==> config.mk <==
export PLATFORM = sky130hd
export DESIGN_NAME = spi_dbuf_master
export DESIGN_NICKNAME = d
export VERILOG_FILES = /design/src/rtl/spi_dbuf_pkg.sv /design/src/rtl/spi_half_tick.sv /design/src/rtl/spi_shift_core.sv /design/src/rtl/spi_dbuf_master.sv
export SDC_FILE = /design/constraint.sdc
export NUM_CORES = 1
export LEC_CHECK = 0
export BUFFER_PORTS_ARGS = -buffer_cell sky130_fd_sc_hd__buf_2
export CAP_MARGIN = 20
export CORE_MARGIN = 10
export CORE_UTILIZATION = 61
export CTS_CLUSTER_DIAMETER = 30
export DETAILED_ROUTE_END_ITERATION = 8
export GPL_TIMING_DRIVEN = 0
export PLACE_DENSITY = 0.93
export SYNTH_ARGS = -nofsm -noshare
export SYNTH_HDL_FRONTEND = slang
export SYNTH_SLANG_ARGS = --single-unit
==> constraint.sdc <==
create_clock -name clk -period 4.3 [get_ports clk]
set_clock_uncertainty 0.1 [all_clocks]
set_input_delay 0 -clock clk [delete_from_list [all_inputs] [get_ports clk]]
set_output_delay 0 -clock clk [all_outputs]
set_load 0.1 [all_outputs]
==> src/rtl/spi_dbuf_pkg.sv <==
`timescale 1ns/1ps
package spi_dbuf_pkg;

    typedef enum logic [1:0] {
        REG_STAT = 2'd0,
        REG_CTRL = 2'd1,
        REG_DATA = 2'd2
    } reg_sel_e;

    localparam int STAT_TXE = 0;
    localparam int STAT_RXF = 1;
    localparam int STAT_OVR = 2;

    // packed MSB first: bit5 .. bit0
    typedef struct packed {
        logic brk_clr_en;
        logic err_ie;
        logic rx_ie;
        logic tx_ie;
        logic pha;
        logic pol;
    } spi_ctrl_t;

    localparam int CTRL_W = $bits(spi_ctrl_t);

endpackage

==> src/rtl/spi_half_tick.sv <==
`timescale 1ns/1ps
module spi_half_tick #(
    parameter int HALF_DIV = 4
) (
    input  logic clk,
    input  logic rst_n,
    input  logic run,
    output logic tick
);
    localparam int CW = (HALF_DIV > 1) ? $clog2(HALF_DIV) : 1;
    localparam logic [CW-1:0] TOP = CW'(HALF_DIV - 1);

    logic [CW-1:0] cnt_d, cnt_q;

    assign tick = run && (cnt_q == TOP);

    always_comb begin
        cnt_d = cnt_q + 1'b1;
        if (!run || tick) cnt_d = '0;
    end

    always_ff @(posedge clk or negedge rst_n) begin
        if (!rst_n) cnt_q <= '0;
        else        cnt_q <= cnt_d;
    end
endmodule

==> src/rtl/spi_shift_core.sv <==
`timescale 1ns/1ps
module spi_shift_core #(
    parameter int DATA_W = 8
) (
    input  logic              clk,
    input  logic              rst_n,
    input  logic              tick,
    input  logic              pol,
    input  logic              pha,
    input  logic              hold_valid,
    input  logic [DATA_W-1:0] hold_data,
    input  logic              miso,
    output logic              take,
    output logic              busy,
    output logic              done,
    output logic [DATA_W-1:0] rx_byte,
    output logic              sclk,
    output logic              mosi
);
    localparam int HW = $clog2(2 * DATA_W);
    localparam logic [HW-1:0] LAST_H = HW'(2 * DATA_W - 1);

    typedef struct packed {
        logic              busy;
        logic [HW-1:0]     h;
        logic [DATA_W-1:0] tx;
        logic [DATA_W-1:0] rx;
    } core_t;

    core_t d, q;
    logic [HW-1:0] nxt_h;
    logic          lead;

    always_comb begin
        d     = q;
        done  = q.busy && tick && (q.h == LAST_H);
        take  = hold_valid && (!q.busy || done);
        nxt_h = (q.h == LAST_H) ? '0 : q.h + 1'b1;
        lead  = nxt_h[0];
        if (q.busy && tick) begin
            d.h = nxt_h;
            if (!pha) begin
                if (lead)       d.rx = {q.rx[DATA_W-2:0], miso};
                else if (!done) d.tx = {q.tx[DATA_W-2:0], 1'b0};
            end else begin
                if (lead && q.h != '0) d.tx = {q.tx[DATA_W-2:0], 1'b0};
                else if (!lead)        d.rx = {q.rx[DATA_W-2:0], miso};
            end
            if (done) d.busy = 1'b0;
        end
        if (take) begin
            d.busy = 1'b1;
            d.h    = '0;
            d.tx   = hold_data;
        end
    end

    assign rx_byte = pha ? {q.rx[DATA_W-2:0], miso} : q.rx;
    assign busy    = q.busy;
    assign sclk    = pol ^ (q.busy & q.h[0]);
    assign mosi    = q.tx[DATA_W-1];

    always_ff @(posedge clk or negedge rst_n) begin
        if (!rst_n) q <= '0;
        else        q <= d;
    end
endmodule

==> src/rtl/spi_dbuf_master.sv <==
`timescale 1ns/1ps
module spi_dbuf_master
    import spi_dbuf_pkg::*;
#(
    parameter int DATA_W   = 8,
    parameter int HALF_DIV = 4
) (
    input  logic              clk,
    input  logic              rst_n,
    input  logic              bus_sel,
    input  logic              bus_wr,
    input  logic              bus_rd,
    input  logic [1:0]        bus_addr,
    input  logic [DATA_W-1:0] bus_wdata,
    output logic [DATA_W-1:0] bus_rdata,
    input  logic              brk_i,
    output logic              sclk_o,
    output logic              mosi_o,
    input  logic              miso_i,
    output logic              ss_n_o,
    output logic              irq_o
);
    typedef struct packed {
        logic              tx_full;
        logic [DATA_W-1:0] hold;
        logic              rx_full;
        logic              ovr;
        logic              armed;
        logic [DATA_W-1:0] rx_data;
        spi_ctrl_t         ctrl;
    } regs_t;

    regs_t st_d, st_q;

    logic tick, take, busy, done;
    logic [DATA_W-1:0] rx_byte;
    logic wr_data, wr_ctrl, rd_stat, rd_data, blocked, clr, rx_busy_eff;
    logic unused_hi;

    assign unused_hi = ^bus_wdata[DATA_W-1:CTRL_W];

    spi_half_tick #(.HALF_DIV(HALF_DIV)) i_tick (
        .clk(clk), .rst_n(rst_n), .run(busy), .tick(tick)
    );

    spi_shift_core #(.DATA_W(DATA_W)) i_core (
        .clk(clk), .rst_n(rst_n), .tick(tick),
        .pol(st_q.ctrl.pol), .pha(st_q.ctrl.pha),
        .hold_valid(st_q.tx_full), .hold_data(st_q.hold), .miso(miso_i),
        .take(take), .busy(busy), .done(done), .rx_byte(rx_byte),
        .sclk(sclk_o), .mosi(mosi_o)
    );

    always_comb begin
        st_d    = st_q;
        wr_data = bus_sel && bus_wr && (bus_addr == REG_DATA);
        wr_ctrl = bus_sel && bus_wr && (bus_addr == REG_CTRL);
        rd_stat = bus_sel && bus_rd && (bus_addr == REG_STAT);
        rd_data = bus_sel && bus_rd && (bus_addr == REG_DATA);
        blocked = brk_i && !st_q.ctrl.brk_clr_en;
        clr     = rd_data && st_q.armed;

        if (take) st_d.tx_full = 1'b0;
        if (wr_data && !blocked) begin
            st_d.tx_full = 1'b1;
            st_d.hold    = bus_wdata;
        end
        if (wr_ctrl) st_d.ctrl = spi_ctrl_t'(bus_wdata[CTRL_W-1:0]);

        if (rd_stat && (st_q.rx_full || st_q.ovr)) st_d.armed = 1'b1;
        if (clr) begin
            st_d.rx_full = 1'b0;
            st_d.ovr     = 1'b0;
            st_d.armed   = 1'b0;
        end
        rx_busy_eff = st_q.rx_full && !clr;
        if (done) begin
            if (rx_busy_eff) st_d.ovr = 1'b1;
            else begin
                st_d.rx_full = 1'b1;
                st_d.rx_data = rx_byte;
            end
        end
    end

    always_comb begin
        bus_rdata = '0;
        case (bus_addr)
            REG_STAT: begin
                bus_rdata[STAT_TXE] = !st_q.tx_full;
                bus_rdata[STAT_RXF] = st_q.rx_full;
                bus_rdata[STAT_OVR] = st_q.ovr;
            end
            REG_CTRL: bus_rdata[CTRL_W-1:0] = st_q.ctrl;
            REG_DATA: bus_rdata = st_q.rx_data;
            default:  bus_rdata = '0;
        endcase
    end

    assign ss_n_o = !busy;
    assign irq_o  = (!st_q.tx_full && st_q.ctrl.tx_ie)
                  | (st_q.rx_full && st_q.ctrl.rx_ie)
                  | (st_q.ovr && st_q.ctrl.err_ie);

    always_ff @(posedge clk or negedge rst_n) begin
        if (!rst_n) st_q <= '0;
        else        st_q <= st_d;
    end
endmodule

==> metrics.md <==
| Metric | Value |
|---|---|
| Outcome | finished, final reports clean |
| Critical Path Slowest Stage Cell | buf_1 |
| Worst R2R Path Depth | 6 |
| Synth Area per Inst | 11.61 sq um |
| Hold-critical path depth | 3 |
| Total wire length | slightly above 5 mm |
| Worst stage delay on the critical path | 0.53 ns |
| Max cap viols | 0 |
| Root Driver | clkbuf_8 |
| Initial antenna violation count | 0 |
| DP HPWL | 3.458 mm |
| Async S/R FF share, synth | 100.0% |
| Worst setup EP type | output pin |
| Period Utilization, post-route | 49.94% |
| Synth area leaders | dfrtp_1, mux2_2, a21oi_1 |
| Unrepaired setup endpoints after global routing | no |
| Htree depth | 2 |
| Initial Util | between 60% and 70% |
| Core box area | 3661 sq um |
| FP Rows | 22 |
| WL per Instance | 17.18 um |
| Synth warn | 0 |
| First-pass GRT wire length | 8.583 mm |
| Cts bufs inserted | 5 |
| Sw Pwr | 653.0 uW |
| Leak Pwr | 0.001294 uW |
| Synth unique cells | 39 |
| Final Hold Fails | 0 |
| Synth Area in XOR/XNOR | under 10% |
| Clock power frac | 20.0% |
| GP Congestion | 0.8565 |
| Residual DRC | 0 |
| Post-Synthesis Cell Area | 2310 sq um |
| Comb pwr share | 37.2% |
| CTS tree | done |
| Largest family of logic cells by synthesized area | multiplexers |
| # IOs | 29 |
| Via density | 5.834 |
| Arrival time worst endpoint | 2.05 ns |
| Largest net degree at the start of global routing | 50 |
| Top-count cell post-synth | dfrtp_1 |
| Die Y-Extent | 81.54 um |
| Area Growth Syn to Fin | 19.72% |
| Maximum VDD drop | 0.3906 mV |
| Most frequent cells after synthesis | dfrtp_1, mux2_2, a21oi_1 |
| Critical path peak fanout | 10 |
| Worst min path class | in -> reg |
| R2R Setup Slk | around 2.2 ns |
| Gr ovfl total | 0 |
| Port buffer count | 28 |
| CP required | 4.20 ns |
| Critical path class | reg -> out |
| Final hold slack | 0.03342 ns |
| Vias in the first global route | 1816 |
| Ys flop type | dfrtp_1 |
| Post-synth top area cell | dfrtp_1 |
| Synth Area in Compound Gates | around an eighth |
| Post-route setup TNS | 0 ns |
| Pwr/cell area | 598.1 nW/um^2 |
| Vias | roughly 1.7k |
| Flop pwr share | between 40% and 50% |
| Post-synth EDFFs | 0 |
| Final min period | between 2 and 2.5 ns |
| Mapped Cells | just under 200 |
| Syn_nets | 223 |
| Crit-path leading delay family | buffers and inverters |
| Hold Startpoint | bus_sel |
| WHS Endpoint | st_q[14] |
| ANT nets after route | 0 |
| Nets | 270 |
| Final Max Tran Viols | 0 |
| Die ar. | 6648 sq um |
| Worst slew pin tran | between 0.6 and 0.7 ns |
| Worst skew pair latency | 0.31 ns |
| Synth top area share | a little over half |
| Number of clock sinks | between 40 and 50 |
| Die Span X | approximately 82 um |
| Sequential area share after synthesis | approximately 53% |
| Fraction of synthesized area in multiplexers | 14.19% |
| Adder-cell share of the synthesized area | 3.792% |
| Sw frac | around two fifths |
| Int Pwr | roughly 1000 uW |
| Reg2Reg Capture Point | i_core.q[9] |
| Post-Synth Simple-Gate Area | 10.18% |
| CTS resizes | 0 |
| Max transition margin | 55.61% |
| CP Cell Sequence | buf_1 > a222oi_1 > nor2_1 > buf_2 |
| First drt pass iteration count | 5 |
| Worst path bufs/invs | 2 |
| Global Route Usage Sum | 16.76% |
| DRT iter0 DRCs | around 190 |
| Achievable Freq | 465.7 MHz |
| Setup violators final | 0 |
| #FFs+latches synth | 49 |
| CTS Buffer Depth | 2 |
| FF-to-FF Start | i_core.q[17] |
| Fraction of layout cells with a size suffix above 1 | 28.74% |
| Setup crit start kind | flip-flop |
| Clock transition at path regs | 0.09 ns |
cells in the final DEF, fill, tap and decap left out, types with 3 or more instances in the layout:
cell type	instances
a21oi_1	20
a222oi_1	3
a22oi_1	4
buf_2	28
clkbuf_8	5
dfrtp_1	49
dlygate4sd3_1	11
ha_1	7
inv_1	15
mux2_2	22
mux2i_1	8
nand2_1	8
nand3_1	3
nor2_1	13
nor2b_1	3
o21ai_0	4
o22ai_1	7
power groups by stage:
stage / logic [uW] / clock network, uW / registers (uW)
floorplan: 464 / 0 / 711
global placement: 579 / 0 / 703
detailed placement: 601 / 0 / 714
CTS: 615 / 336 / 705
global route: 675 / 358 / 723
finish: 615 / 331 / 707
how the worst max path moves through the flow:
stage	depth (start not counted)	startpoint	to
finish	4	st_q[1]	bus_rdata[1]
global route	4	st_q[1]	bus_rdata[1]
CTS	4	st_q[1]	bus_rdata[1]
detailed placement	6	i_core.q[17]	i_core.q[8]
global placement	6	i_core.q[17]	i_core.q[11]
floorplan	1	st_q[25]	irq_o
cells by family (layout without fill, tap and decap cells):
kind of cell,Yosys count,in the layout
other,0,1
multiplexers,30,30
XOR/XNOR,4,4
buffers and inverters,20,68
adder cells (fa/ha/maj),7,7
flip-flops,49,49
AO/OA/AOI/OAI,47,47
AND/OR/NAND/NOR,42,42
timing repair:
item / CTS / global route
setup buffers: 0 / 0
hold buffers: 11 / 0
hold endpoints to repair: 66 / 0
state kept, by name, summed over array words and instances, names as in the netlist:
register and cells:
i_core.busy 1, i_tick.cnt_q 2, st_q 26, i_core.q 19, i_core.mosi 1
metal layers:
layer | track usage [%] | share of wire (%)
met1 | 18.87 | 40
met5 | 0 | 0
met2 | 28.44 | 51
met4 | 6.920 | 1.7
met3 | 5.786 | 6.7
layout make-up:
cell class	count	area, sq um
diodes	1	2.502
plain buffers	5	41.29
clock buffers	5	68.82
clock inverters	3	46.29
fillers	250	895.9
inverters	15	56.30
multi-input cells	130	985.9
flip-flops and latches	49	1226
well taps	48	60.06
repair buffers	40	277.8
through the flow:
stage	cells	util, %	setup slack (ns)	area (sq um)	total power, uW
finish	296	75.53	2.153	2765	1654
global route	295	75.46	2.023	2763	1756
CTS	294	74.71	2.151	2735	1656
detailed placement	275	68.56	2.332	2510	1315
global placement	275	68.56	2.324	2510	1282
floorplan	199	-	1.693	2310	1175
worst min-delay path: stages:
cell	delay, ns
buf_2	0.12
o2111a_1	0.19
o21a_1	0.10
Note: power is estimated with default switching activity, not from simulation.
